==> src/rtl/slot_pwr_pkg.sv <==
package slot_pwr_pkg;

    typedef enum logic [2:0] {
        ST_OFF,
        ST_PREP,
        ST_ON_HOLD,
        ST_ON_RUN,
        ST_DISCHARGE
    } pwr_state_e;

    typedef enum logic [1:0] {
        CODE_OFF      = 2'd0,
        CODE_PREP     = 2'd1,
        CODE_ON       = 2'd2,
        CODE_SHUTDOWN = 2'd3
    } pwr_code_e;

    function automatic pwr_code_e state_to_code(input pwr_state_e st);
        pwr_code_e c;
        unique case (st)
            ST_OFF:       c = CODE_OFF;
            ST_PREP:      c = CODE_PREP;
            ST_ON_HOLD:   c = CODE_ON;
            ST_ON_RUN:    c = CODE_ON;
            ST_DISCHARGE: c = CODE_SHUTDOWN;
            default:      c = CODE_OFF;
        endcase
        return c;
    endfunction

endpackage

==> src/rtl/slot_req_decode.sv <==
module slot_req_decode
    import slot_pwr_pkg::*;
#(
    parameter int DATA_W    = 8,
    parameter int FIELD_LSB = 2
) (
    input  logic              wr_en,
    input  logic [DATA_W-1:0] wr_data,
    output logic              req_vld,
    output pwr_code_e         req_code
);
    logic unused_wr_bits;

    assign unused_wr_bits = ^wr_data;
    assign req_code       = pwr_code_e'(wr_data[FIELD_LSB +: 2]);
    assign req_vld        = wr_en && (req_code != CODE_OFF);
endmodule

==> src/rtl/slot_hold_timer.sv <==
module slot_hold_timer #(
    parameter int CNT_W = 10
) (
    input  logic             clk,
    input  logic             rst_n,
    input  logic             load,
    input  logic [CNT_W-1:0] load_val,
    input  logic             run,
    output logic             expired
);
    logic [CNT_W-1:0] cnt_q;

    always_ff @(posedge clk or negedge rst_n) begin
        if (!rst_n) begin
            cnt_q <= '0;
        end else if (load) begin
            cnt_q <= load_val;
        end else if (run && (cnt_q != '0)) begin
            cnt_q <= cnt_q - 1'b1;
        end
    end

    assign expired = (cnt_q == '0);
endmodule

==> src/rtl/slot_pwr_seq.sv <==
module slot_pwr_seq
    import slot_pwr_pkg::*;
#(
    parameter int DATA_W      = 8,
    parameter int FIELD_LSB   = 2,
    parameter int RST_CYCLES  = 256,
    parameter int DISCH_CYCLES = 1024
) (
    input  logic              clk,
    input  logic              rst_n,
    input  logic              wr_en,
    input  logic [DATA_W-1:0] wr_data,
    output logic [DATA_W-1:0] rd_data,
    output logic              slot_pwr_en,
    output logic              card_rst
);
    localparam int MAX_CYC = (DISCH_CYCLES > RST_CYCLES) ? DISCH_CYCLES : RST_CYCLES;
    localparam int CNT_W   = (MAX_CYC > 2) ? $clog2(MAX_CYC) : 1;
    localparam logic [CNT_W-1:0] DISCH_LOAD = CNT_W'(DISCH_CYCLES - 1);
    localparam logic [CNT_W-1:0] HOLD_LOAD  = CNT_W'(RST_CYCLES - 1);

    pwr_state_e       state_q, state_d;
    logic             req_vld;
    pwr_code_e        req_code;
    logic             tmr_load, tmr_run, tmr_expired;
    logic [CNT_W-1:0] tmr_val;
    pwr_code_e        field;

    slot_req_decode #(
        .DATA_W   (DATA_W),
        .FIELD_LSB(FIELD_LSB)
    ) u_dec (
        .wr_en   (wr_en),
        .wr_data (wr_data),
        .req_vld (req_vld),
        .req_code(req_code)
    );

    // Transition selection
    always_comb begin
        state_d = state_q;
        unique case (state_q)
            ST_OFF: begin
                if (req_vld && req_code == CODE_PREP)          state_d = ST_PREP;
                else if (req_vld && req_code == CODE_SHUTDOWN) state_d = ST_DISCHARGE;
            end
            ST_PREP: begin
                if (req_vld && req_code == CODE_ON)            state_d = ST_ON_HOLD;
                else if (req_vld && req_code == CODE_SHUTDOWN) state_d = ST_DISCHARGE;
            end
            ST_ON_HOLD: begin
                if (req_vld && req_code == CODE_SHUTDOWN)      state_d = ST_DISCHARGE;
                else if (tmr_expired)                          state_d = ST_ON_RUN;
            end
            ST_ON_RUN: begin
                if (req_vld && req_code == CODE_SHUTDOWN)      state_d = ST_DISCHARGE;
            end
            ST_DISCHARGE: begin
                if (tmr_expired)                               state_d = ST_OFF;
            end
            default: state_d = ST_OFF;
        endcase
    end

    // State register
    always_ff @(posedge clk or negedge rst_n) begin
        if (!rst_n) state_q <= ST_OFF;
        else        state_q <= state_d;
    end

    // Timer control: load on entry to a timed state
    assign tmr_load = (state_d != state_q) &&
                      (state_d == ST_DISCHARGE || state_d == ST_ON_HOLD);
    assign tmr_val  = (state_d == ST_DISCHARGE) ? DISCH_LOAD : HOLD_LOAD;
    assign tmr_run  = (state_q == ST_DISCHARGE) || (state_q == ST_ON_HOLD);

    slot_hold_timer #(
        .CNT_W(CNT_W)
    ) u_tmr (
        .clk     (clk),
        .rst_n   (rst_n),
        .load    (tmr_load),
        .load_val(tmr_val),
        .run     (tmr_run),
        .expired (tmr_expired)
    );

    // Outputs
    always_comb begin
        slot_pwr_en = 1'b0;
        card_rst    = 1'b1;
        unique case (state_q)
            ST_OFF:       begin slot_pwr_en = 1'b0; card_rst = 1'b1; end
            ST_PREP:      begin slot_pwr_en = 1'b1; card_rst = 1'b1; end
            ST_ON_HOLD:   begin slot_pwr_en = 1'b1; card_rst = 1'b1; end
            ST_ON_RUN:    begin slot_pwr_en = 1'b1; card_rst = 1'b0; end
            ST_DISCHARGE: begin slot_pwr_en = 1'b0; card_rst = 1'b1; end
            default:      begin slot_pwr_en = 1'b0; card_rst = 1'b1; end
        endcase
        field   = state_to_code(state_q);
        rd_data = '0;
        rd_data[FIELD_LSB +: 2] = field;
    end
endmodule

==> config.mk <==
export PLATFORM = sky130hd
export DESIGN_NAME = slot_pwr_seq
export DESIGN_NICKNAME = d
export VERILOG_FILES = /design/src/rtl/slot_pwr_pkg.sv /design/src/rtl/slot_req_decode.sv /design/src/rtl/slot_hold_timer.sv /design/src/rtl/slot_pwr_seq.sv
export SDC_FILE = /design/constraint.sdc
export NUM_CORES = 1
export LEC_CHECK = 0
export CAP_MARGIN = 20
export CORE_MARGIN = 8
export CORE_UTILIZATION = 38
export DETAILED_ROUTE_END_ITERATION = 10
export GPL_TIMING_DRIVEN = 0
export HOLD_SLACK_MARGIN = 0.1
export PLACE_DENSITY = 0.64
export SYNTH_ARGS = -nofsm -noshare
export SYNTH_HDL_FRONTEND = slang
export SYNTH_SLANG_ARGS = --single-unit
==> constraint.sdc <==
create_clock -name clk -period 4.5 [get_ports clk]
set_input_delay 0.45 -clock clk [delete_from_list [all_inputs] [get_ports clk]]
set_output_delay 0.45 -clock clk [all_outputs]
set_load 0.005 [all_outputs]
==> impl_results.md <==
* Dominant cell by count in the synthesized netlist: dfrtp_1
* First-pass GRT wire length at 3440 microns
* Post-route total power at 0.605 mW
* Total leakage power at around 0.45 nW
* Max-cap check violation count at 0
* Synth top area share at between 30 and 40%
* Filler cell count in the final layout at 233
* Syn avg cell area at 9.43 sq um
* Kind of path behind the tightest hold check: input pin to async pin
* TritonCTS clock tree: yes
* Number of global-route vias before repair at 750
* Number of gates given a new drive strength after cts at 0
* Count of yosys warnings during synthesis at 0
* Setup violators final at 0
* Die extent in x at 66.5 microns
* Max incr delay on CP at 0.52 ns
* Final worst path period need at 2.28 ns
* Library cell used as clock root buffer: clkbuf_4
* Inserted Clock Buffers at 3
* Number of hold-repair buffers added at the cts stage at 0
* Buffer depth of the longest clock path at 2
* DRC violations left at 0
* Kind of end point of the critical path: primary output
* Cell type of the slowest stage on the worst timing path: clkdlybuf4s50_1
* Count of pins over their slew limit at 0
* First drt pass iteration count at 4
* Netlist area before placement at about 970 sq um
* Worst-case setup margin in the final layout at 2.22 ns
* Post-synthesis cell count at between 100 and 150
* Final setup TNS at 0 ns
* Clock-pin slew reported for the worst setup and hold paths after clock tree synthesis at 0.08 ns
* Final layout net count at 134
* Number of buffer and inverter instances along the worst setup path at 2
* Area of the core at approximately 0.0025 sq mm
* Largest cells by area after synthesis: dfrtp_1 34%, buf_4 5.4%, xor2_1 4.5%
* Total inserted antenna cells at 0
* DIE HEIGHT at approximately 67 microns
* Placement row count at 18
* Hold Violations, Final at 0
* Gpl congestion at 0.780
* Most area-hungry cell type in the Yosys netlist: dfrtp_1
* Max-slew headroom at 61.9%
* Count of flip-flops with a built-in enable after synthesis at 0
* Antenna violations before repair at 0
* Die footprint at roughly 0.0044 sq mm
* Async set or reset register ratio after synthesis at 100%
* FF+latch count, synth at 13
* Unrepaired setup endpoints after global routing: no
* Cells along the critical path: buf_6 > or3b_4 > o21ai_0 > clkdlybuf4s50_1
* Peak VDD IR at 0.361 mV
* Setup fix buffers added after clock tree synthesis at 0
* Clk_skew at 0.00976 ns
* Seq/Total Area, Yosys at 33.5%
* Primary flip-flop cell chosen by synthesis mapping: dfrtp_1
* Post-detailed-placement cell area at between 0.001 and 0.0015 sq mm
* Starting DRC count in detailed routing at 88
* Count of different cell masters after synthesis at 41
* Critical path data arrival time at 1.83 ns
* Top fanout value on the critical path at 10
* Initial Utilization at between 30% and 40%
* Global-route usage over all layers at 9.77%
* Maximum number of pins on one net before global-route repair at 14
* Commonest cells in the synthesized netlist: 13 x dfrtp_1, 10 x nor2_1, 7 x buf_4, 7 x inv_1
* Setup CP Type: flop to primary output
* DRT antenna net count at 0
* Leftover overflow at the end of global routing at 0
* Worst Tran Pin Value at 0.569 ns
* Final design area excluding fillers at 0.00113 sq mm
* Worst setup slack before clock tree synthesis at 2.05 ns
* Wirelength per Cell at about 13 microns
* Part of the cycle the worst path needs at 50.8%
* Area added between synthesis and finish at 16.8%
* Insertion delay to the later sink of the worst-skew pair at around 0.28 ns
* Clock sink count at 13
* Max Clock Freq at 438 MHz
* Detailed-route wire length at 1970 microns
* Via count at approximately 800
* Half-perimeter wire length of the detailed placement result at 1460 microns
* Worst path top cell family by delay: buffers and inverters
* Via density per instance at 5.23
* Buffers added on ports at 8
* Power per standard cell area at roughly 530 mW/mm^2
* Share of layout cells above drive strength 1 at 25.0%
* Critical path startpoint category: flop
* I/O pin total at 21
* Critical path data required time at 4.05 ns
* H-tree lvl count at 1
* Run status: complete, no violations
[kinds of logic after synthesis]
family	share of synthesized area, %
adders and majority gates	2.58
DFF	33.5
buffers and inverters	11.6
AOI/OAI and AO/OA	16.5
and+or+nand+nor	28.2
xor gates and xnor gates	7.22
other	0.386
[state kept, by name, indices dropped and copies added, names as in the netlist]
name         flops
state_q          3
u_tmr.cnt_q     10
[power by group]
part | internal [mW] | switching (mW) | total, mW
registers | 0.153 | 0.0292 | 0.182
logic | 0.165 | 0.184 | 0.349
clock network | 0.0345 | 0.0387 | 0.0732
total | 0.352 | 0.252 | 0.605
[cell usage in the layout (no fill, tap or decap), types with 2 or more instances in the layout]
cell type / instances
a31oi_1: 3
buf_4: 7
buf_6: 3
clkbuf_4: 3
clkdlybuf4s50_1: 8
conb_1: 6
dfrtp_1: 13
ha_1: 2
inv_1: 7
nand2_1: 3
nand2_2: 6
nand3_1: 6
nand4_1: 2
nor2_1: 10
nor3_2: 3
o21ai_0: 3
or3_1: 2
xnor2_1: 3
xor2_1: 5
[worst paths after layout]
kind / from / end / slack [ns] / depth (start not counted)
worst max-delay path: state_q[1] / rd_data[3] / 2.22 / 4
worst min-delay path: rst_n / u_tmr.cnt_q[5] / 0.52 / 1
worst max register to register: u_tmr.cnt_q[0] / u_tmr.cnt_q[1] / 2.36 / 8
worst min register to register: u_tmr.cnt_q[1] / u_tmr.cnt_q[1] / 0.53 / 2
max in group asynchronous: rst_n / u_tmr.cnt_q[1] / 3.59 / 1
min in group clk: u_tmr.cnt_q[1] / u_tmr.cnt_q[1] / 0.53 / 2
[layer usage]
layer	global-route usage, %	share of wire, %
met1	12.2	46
met4	3.73	1.2
met5	0	0
met3	3.36	6.9
met2	15.1	46
[metrics by stage]
step                utilization (%)  cells  hold slack, ns
floorplan                         -    108           0.154
global placement               45.1    146           0.508
detailed placement             45.1    146           0.516
CTS                            46.2    150           0.533
global route                   46.2    150           0.576
finish                         46.2    150           0.524
[final cells by class]
class	instances	area (sq um)	area share [%]
repair buffers	8	80.1	7.06
well taps	30	37.5	3.31
plain buffers	10	86.3	7.62
clock buffers	4	26.3	2.32
inverters	7	26.3	2.32
multi-input cells	78	552	48.7
flip-flops and latches	13	325	28.7
No activity file was read; power rests on OpenSTA's default activity.
